--- config.mk ---
export PLATFORM = sky130hd
export DESIGN_NAME = hmu_top
export DESIGN_NICKNAME = d
export VERILOG_FILES = /design/src/rtl/hmu_pkg.sv /design/src/rtl/hmu_fifo.sv /design/src/rtl/hmu_mbox.sv /design/src/rtl/hmu_flags.sv /design/src/rtl/hmu_top.sv
export SDC_FILE = /design/constraint.sdc
export NUM_CORES = 1
export LEC_CHECK = 0
export CORE_ASPECT_RATIO = 0.6
export CORE_MARGIN = 2
export CORE_UTILIZATION = 45
export DETAILED_ROUTE_END_ITERATION = 8
export DONT_BUFFER_PORTS = 1
export HOLD_SLACK_MARGIN = 0.03
export PLACE_DENSITY = 0.68
export SLEW_MARGIN = 20
export SYNTH_ARGS = -nofsm -noshare
export SYNTH_HDL_FRONTEND = slang
export SYNTH_SLANG_ARGS = --single-unit
--- constraint.sdc ---
create_clock -name clk -period 3.2 [get_ports clk]
set_input_delay 0.8 -clock clk [delete_from_list [all_inputs] [get_ports clk]]
set_output_delay 0.8 -clock clk [all_outputs]
set_load 0.03 [all_outputs]
--- src/rtl/hmu_pkg.sv ---
package hmu_pkg;
  localparam int REG_W = 32;
  localparam int ADR_W = 3;

  localparam logic [ADR_W-1:0] A_DATA  = 3'd0;
  localparam logic [ADR_W-1:0] A_STAT  = 3'd1;
  localparam logic [ADR_W-1:0] A_CTRL  = 3'd2;
  localparam logic [ADR_W-1:0] A_MBX   = 3'd3;
  localparam logic [ADR_W-1:0] A_WATCH = 3'd4;

  // status bit positions
  localparam int S_OUT_NE  = 16;
  localparam int S_IN_NF   = 17;
  localparam int S_OUT_NF  = 18;
  localparam int S_IN_NE   = 19;
  localparam int S_MBX_IRQ = 20;
  localparam int S_IN_IRQ  = 21;
  localparam int S_OUT_IRQ = 22;
  localparam int S_WP_IRQ  = 23;

  // control bit positions
  localparam int C_OUT_IE  = 16;
  localparam int C_IN_IE   = 17;
  localparam int C_OUT_ACC = 24;
  localparam int C_IN_ACC  = 25;

  localparam logic [REG_W-1:0] MBX_CLEAR = 32'h0000_F0F0;

  typedef struct packed {
    logic out_ie;
    logic in_ie;
    logic out_acc;
    logic in_acc;
  } ctl_t;
endpackage

--- src/rtl/hmu_fifo.sv ---
module hmu_fifo #(
  parameter int DW    = 32,
  parameter int DEPTH = 2,
  localparam int CW   = $clog2(DEPTH + 1),
  localparam int PW   = (DEPTH > 1) ? $clog2(DEPTH) : 1
) (
  input  logic          clk,
  input  logic          rst_n,
  input  logic          push,
  input  logic [DW-1:0] push_data,
  input  logic          pop,
  output logic [DW-1:0] head,
  output logic [CW-1:0] count,
  output logic          empty,
  output logic          full
);
  logic [DW-1:0] mem [DEPTH];
  logic [PW-1:0] wp, rp;
  logic do_push, do_pop;

  assign empty   = (count == '0);
  assign full    = (count == CW'(DEPTH));
  assign do_push = push && !full;
  assign do_pop  = pop && !empty;
  assign head    = mem[rp];

  function automatic logic [PW-1:0] nxt(input logic [PW-1:0] p);
    return (p == PW'(DEPTH - 1)) ? '0 : p + PW'(1);
  endfunction

  always_ff @(posedge clk) begin
    if (!rst_n) begin
      wp    <= '0;
      rp    <= '0;
      count <= '0;
    end else begin
      if (do_push) wp <= nxt(wp);
      if (do_pop)  rp <= nxt(rp);
      case ({do_push, do_pop})
        2'b10:   count <= count + CW'(1);
        2'b01:   count <= count - CW'(1);
        default: count <= count;
      endcase
    end
  end

  always_ff @(posedge clk) begin
    if (do_push) mem[wp] <= push_data;
  end
endmodule

--- src/rtl/hmu_mbox.sv ---
module hmu_mbox
  import hmu_pkg::*;
(
  input  logic             clk,
  input  logic             rst_n,
  input  logic             host_clr_wr,
  input  logic [REG_W-1:0] host_val,
  input  logic             eng_wr,
  input  logic [REG_W-1:0] eng_val,
  output logic [REG_W-1:0] word,
  output logic             pending
);
  logic clr_hit;
  assign clr_hit = host_clr_wr && (host_val == MBX_CLEAR);

  always_ff @(posedge clk) begin
    if (!rst_n) begin
      word    <= '0;
      pending <= 1'b0;
    end else if (eng_wr) begin
      word    <= eng_val;
      pending <= 1'b1;
    end else if (clr_hit) begin
      word    <= '0;
      pending <= 1'b0;
    end
  end
endmodule

--- src/rtl/hmu_flags.sv ---
module hmu_flags
  import hmu_pkg::*;
(
  input  ctl_t             ctl,
  input  logic             in_empty,
  input  logic             in_full,
  input  logic             out_empty,
  input  logic             out_full,
  input  logic             mbx_pend,
  input  logic             wp_empty,
  output logic [REG_W-1:0] status,
  output logic             irq_mbx,
  output logic             irq_in,
  output logic             irq_out,
  output logic             irq_wp
);
  assign irq_in  = ctl.in_ie && in_empty;
  assign irq_out = ctl.out_ie && !out_empty;
  assign irq_mbx = mbx_pend;
  assign irq_wp  = !wp_empty;

  always_comb begin
    status            = '0;
    status[S_OUT_NE]  = !out_empty;
    status[S_IN_NF]   = !in_full;
    status[S_OUT_NF]  = !out_full;
    status[S_IN_NE]   = !in_empty;
    status[S_MBX_IRQ] = irq_mbx;
    status[S_IN_IRQ]  = irq_in;
    status[S_OUT_IRQ] = irq_out;
    status[S_WP_IRQ]  = irq_wp;
  end
endmodule

--- src/rtl/hmu_top.sv ---
module hmu_top
  import hmu_pkg::*;
#(
  parameter int IN_DEPTH  = 2,
  parameter int OUT_DEPTH = 2,
  parameter int WP_DEPTH  = 4,
  localparam int ICW = $clog2(IN_DEPTH + 1),
  localparam int OCW = $clog2(OUT_DEPTH + 1),
  localparam int WCW = $clog2(WP_DEPTH + 1)
) (
  input  logic             clk,
  input  logic             rst_n,
  input  logic             host_wr,
  input  logic             host_rd,
  input  logic [ADR_W-1:0] host_addr,
  input  logic [REG_W-1:0] host_wdata,
  output logic [REG_W-1:0] host_rdata,
  output logic             eng_in_valid,
  input  logic             eng_in_ready,
  output logic [REG_W-1:0] eng_in_data,
  input  logic             eng_out_valid,
  output logic             eng_out_ready,
  input  logic [REG_W-1:0] eng_out_data,
  input  logic             eng_mbx_wr,
  input  logic [REG_W-1:0] eng_mbx_data,
  input  logic             eng_wp_valid,
  output logic             eng_wp_ready,
  input  logic [REG_W-2:0] eng_wp_data,
  output logic             irq_mbx,
  output logic             irq_in,
  output logic             irq_out,
  output logic             irq_wp
);
  ctl_t ctl_q;
  logic [ICW-1:0] in_cnt;
  logic [OCW-1:0] out_cnt;
  logic [WCW-1:0] wp_cnt;
  logic in_empty, in_full, out_empty, out_full, wp_empty, wp_full;
  logic [REG_W-1:0] out_head, status, mbx_word;
  logic [REG_W-2:0] wp_head;
  logic mbx_pend;

  logic wr_data, rd_data, rd_watch;
  assign wr_data  = host_wr && (host_addr == A_DATA);
  assign rd_data  = host_rd && (host_addr == A_DATA);
  assign rd_watch = host_rd && (host_addr == A_WATCH);

  always_ff @(posedge clk) begin
    if (!rst_n) ctl_q <= '0;
    else if (host_wr && host_addr == A_CTRL) begin
      ctl_q.out_ie  <= host_wdata[C_OUT_IE];
      ctl_q.in_ie   <= host_wdata[C_IN_IE];
      ctl_q.out_acc <= host_wdata[C_OUT_ACC];
      ctl_q.in_acc  <= host_wdata[C_IN_ACC];
    end
  end

  hmu_fifo #(.DW(REG_W), .DEPTH(IN_DEPTH)) u_in (
    .clk, .rst_n,
    .push(wr_data && ctl_q.in_acc), .push_data(host_wdata),
    .pop(eng_in_ready), .head(eng_in_data),
    .count(in_cnt), .empty(in_empty), .full(in_full)
  );
  assign eng_in_valid = !in_empty;

  hmu_fifo #(.DW(REG_W), .DEPTH(OUT_DEPTH)) u_out (
    .clk, .rst_n,
    .push(eng_out_valid && eng_out_ready), .push_data(eng_out_data),
    .pop(rd_data), .head(out_head),
    .count(out_cnt), .empty(out_empty), .full(out_full)
  );
  assign eng_out_ready = ctl_q.out_acc && !out_full;

  hmu_fifo #(.DW(REG_W-1), .DEPTH(WP_DEPTH)) u_wp (
    .clk, .rst_n,
    .push(eng_wp_valid), .push_data(eng_wp_data),
    .pop(rd_watch), .head(wp_head),
    .count(wp_cnt), .empty(wp_empty), .full(wp_full)
  );
  assign eng_wp_ready = !wp_full;

  hmu_mbox u_mbx (
    .clk, .rst_n,
    .host_clr_wr(host_wr && host_addr == A_MBX), .host_val(host_wdata),
    .eng_wr(eng_mbx_wr), .eng_val(eng_mbx_data),
    .word(mbx_word), .pending(mbx_pend)
  );

  hmu_flags u_flags (
    .ctl(ctl_q), .in_empty, .in_full, .out_empty, .out_full,
    .mbx_pend, .wp_empty, .status,
    .irq_mbx, .irq_in, .irq_out, .irq_wp
  );

  logic [REG_W-1:0] ctl_word;
  always_comb begin
    ctl_word            = '0;
    ctl_word[C_OUT_IE]  = ctl_q.out_ie;
    ctl_word[C_IN_IE]   = ctl_q.in_ie;
    ctl_word[C_OUT_ACC] = ctl_q.out_acc;
    ctl_word[C_IN_ACC]  = ctl_q.in_acc;
  end

  always_ff @(posedge clk) begin
    if (!rst_n) host_rdata <= '0;
    else if (host_rd) begin
      case (host_addr)
        A_DATA:  host_rdata <= out_empty ? '0 : out_head;
        A_STAT:  host_rdata <= status;
        A_CTRL:  host_rdata <= ctl_word;
        A_MBX:   host_rdata <= mbx_word;
        A_WATCH: host_rdata <= wp_empty ? '0 : {1'b1, wp_head};
        default: host_rdata <= '0;
      endcase
    end
  end
endmodule

==> results.ini <==
[run_status]
outcome=finished, final reports clean

[clocking]
holdBufCountCts=0
root_buffer=clkbuf_16
ctsLongestPathBuffers=3
cts.sinks=340
cts-resized-gates=0
ctsHtreeMaxLevel=2
clock_latency_ns=0.52
cts.clk_slew.worst_paths_ns=0.06
cts_tree=done
cts_setup_buffers=0
numCtsBuffers=34

[sta]
slew_violations=0
tns_ns=0
slew-limit-headroom_pct=27.7
hold_viol=0
setup_viol=0
post-route-period-util_pct=79.9
worst_pin_slew_ns=1.07
fmaxAchievable_mhz=391
rsz0062_at_grt=no
fin_worst_skew_ns=0.00943
worst_slack_ns=0.644
period_needed_ns=2.56

[die]
initial_core_util_pct=46.1
die_h_um=137
io_pins=209
dieWidth_um=226
rows=48
die_area_sq_um=31000
fp.coreArea_sq_um=28900

[place]
hpwl_um=21100
pre_cts_ws_ns=0.578
postPlaceCellArea_sq_um=13800
place_congestion=0.827
dp.cells=1205
io_buffers=0

[drt]
wl_per_cell_um=25.8
vias=7280
drt-total-wl_um=32800
dr.pass1.iters=5
ant_nets=0
drtIter0Drc=714
viasPerCell=5.73
drc_errors=0

[worst_setup_path]
path_cells=buf_4 -> mux2_1
crit_type=flip-flop to output pin
required_ns=2.40
arrival_ns=1.76
worst_setup_path_start_kind=flip-flop
cp_top_family=multiplexers
crit_path_end_kind=output pin
cp.buffers_inverters=1
cp_max_fo=32
cpPeakStageDelay_ns=0.53
critPathSlowestCell=mux2_1

[logic_synthesis]
ys_types=50
synth_edf_count=252
synth_area_leaders=edfxtp_1 (57%), dfxtp_1 (13%), mux4_2 (5.2%), mux2_2 (4.1%), o21ai_2 (2.0%)
syn_area_per_cell_sq_um=15.9
ys_ff_latch=340
synth_cells=838
synthFlopType=edfxtp_1
synth_top_cell_area_share_pct=56.9
synth_area_sq_um=13300
yosysSeqAreaShare_pct=70.1
yosys_warnings=0
async_flop_share_pct=0
mappedNetlistNets=985
synth_top_area_cell=edfxtp_1

[power_and_ir_drop]
p_per_area_nw_per_um2=616
vdd_drop_max_uv=399
leakagePower_uw=0.00472

[finish]
synthToLayoutAreaGrowth_pct=11.8
fillers=2386
final_area_sq_um=14900
layout.nets=988
final_core_utilization_pct=51.5
drive_gt1_share_pct=22.8
final_cells=1270

[hold_path]
hp-class=primary input to flip-flop

[global_route]
grt_overflow=0
grt_max_degree=95
antenna_found_initial=5
grt_pass1_vias=7179
track_usage_pct=21.3
grt_pass1_wl_um=47100

[job]
cap_violations=0

cells by family (layout without fill, tap and decap cells):
group	count (synthesis)	count (layout)	share of synthesized area (%)
flops	340	340	70.1
simple gates	184	184	7.89
compound gates	128	128	6.92
mux	105	105	11.4
buf+inv	64	93	2.28
fa+ha+maj	9	9	0.903
xor+xnor	8	8	0.527
other cells	0	3	0
cells in the mapped netlist, drive strengths merged (14+ instances only):
cell type / count
nand3b: 32
mux2i: 14
mux4: 31
clkbuf: 30
a222oi: 21
buf: 22
dfxtp: 88
nand3: 34
nor2: 16
o21ai: 72
nand2: 48
and2: 14
edfxtp: 252
mux2: 60
per-layer routing:
metal | track usage, % | part of all wire [%]
met5 | 0 | 0.070
met4 | 5.89 | 2.0
met3 | 9.13 | 10
met1 | 29.9 | 45
met2 | 30.2 | 42
sequential cells by signal (all words and copies together), names as in the netlist, named ones only:
signal / cells
u_out.mem: 64
u_wp.rp: 2
u_in.count: 2
u_in.wp: 1
u_mbx.pending: 1
host_rdata: 32
u_wp.mem: 124
u_wp.count: 3
u_out.count: 2
u_out.rp: 1
u_wp.wp: 2
u_mbx.word: 32
u_in.rp: 1
u_in.mem: 64
ctl_q: 4
u_out.wp: 1
per-stage QoR:
step	hold WS [ns]	total power [uW]
3_5_place_dp	0.479	5350
3_3_place_gp	0.473	5350
5_1_grt	0.342	9480
6_report	0.370	9170
2_1_floorplan	0.451	5270
4_1_cts	0.344	9280
final timing paths:
check / endpoint / slack [ns] / depth (start not counted) / start
setup / recovery: eng_in_data[17] / 0.64 / 2 / flip-flop
hold / removal: u_out.mem[1][29] / 0.37 / 0 / eng_out_data[29]
setup reg to reg: u_wp.count[2] / 0.70 / 9 / u_wp.count[0]
hold reg to reg: u_mbx.word[21] / 0.49 / 2 / u_mbx.word[21]
placed cells by master (no fill, tap or decap), drive strengths merged, types with 8 or more instances in the layout:
cell	n
edfxtp	252
dfxtp	88
o21ai	72
mux2	60
clkbuf	49
nand2	48
nand3	34
nand3b	32
mux4	31
a222oi	21
buf	19
nor2	16
and2	14
mux2i	14
inv	12
nor2b	11
clkinv	11
a21oi	9
ha	8
where the power goes:
group / switching (uW) / internal (uW)
Sequential: 72.9 / 4850
Clock: 1620 / 2290
Combinational: 196 / 138
Total: 1890 / 7280
final cells by class:
class	count	area (sq um)	share of cell area, %
clock inverters	13	86.3	0.580
flip-flops and latches	340	9330	62.7
repair buffers	19	180	1.21
well taps	400	500	3.36
inverters	12	45.0	0.303
multi-input cells	434	3710	25.0
diodes	3	7.51	0.0505
clock buffers	49	1010	6.80
No activity file was read; power rests on OpenSTA's default activity.
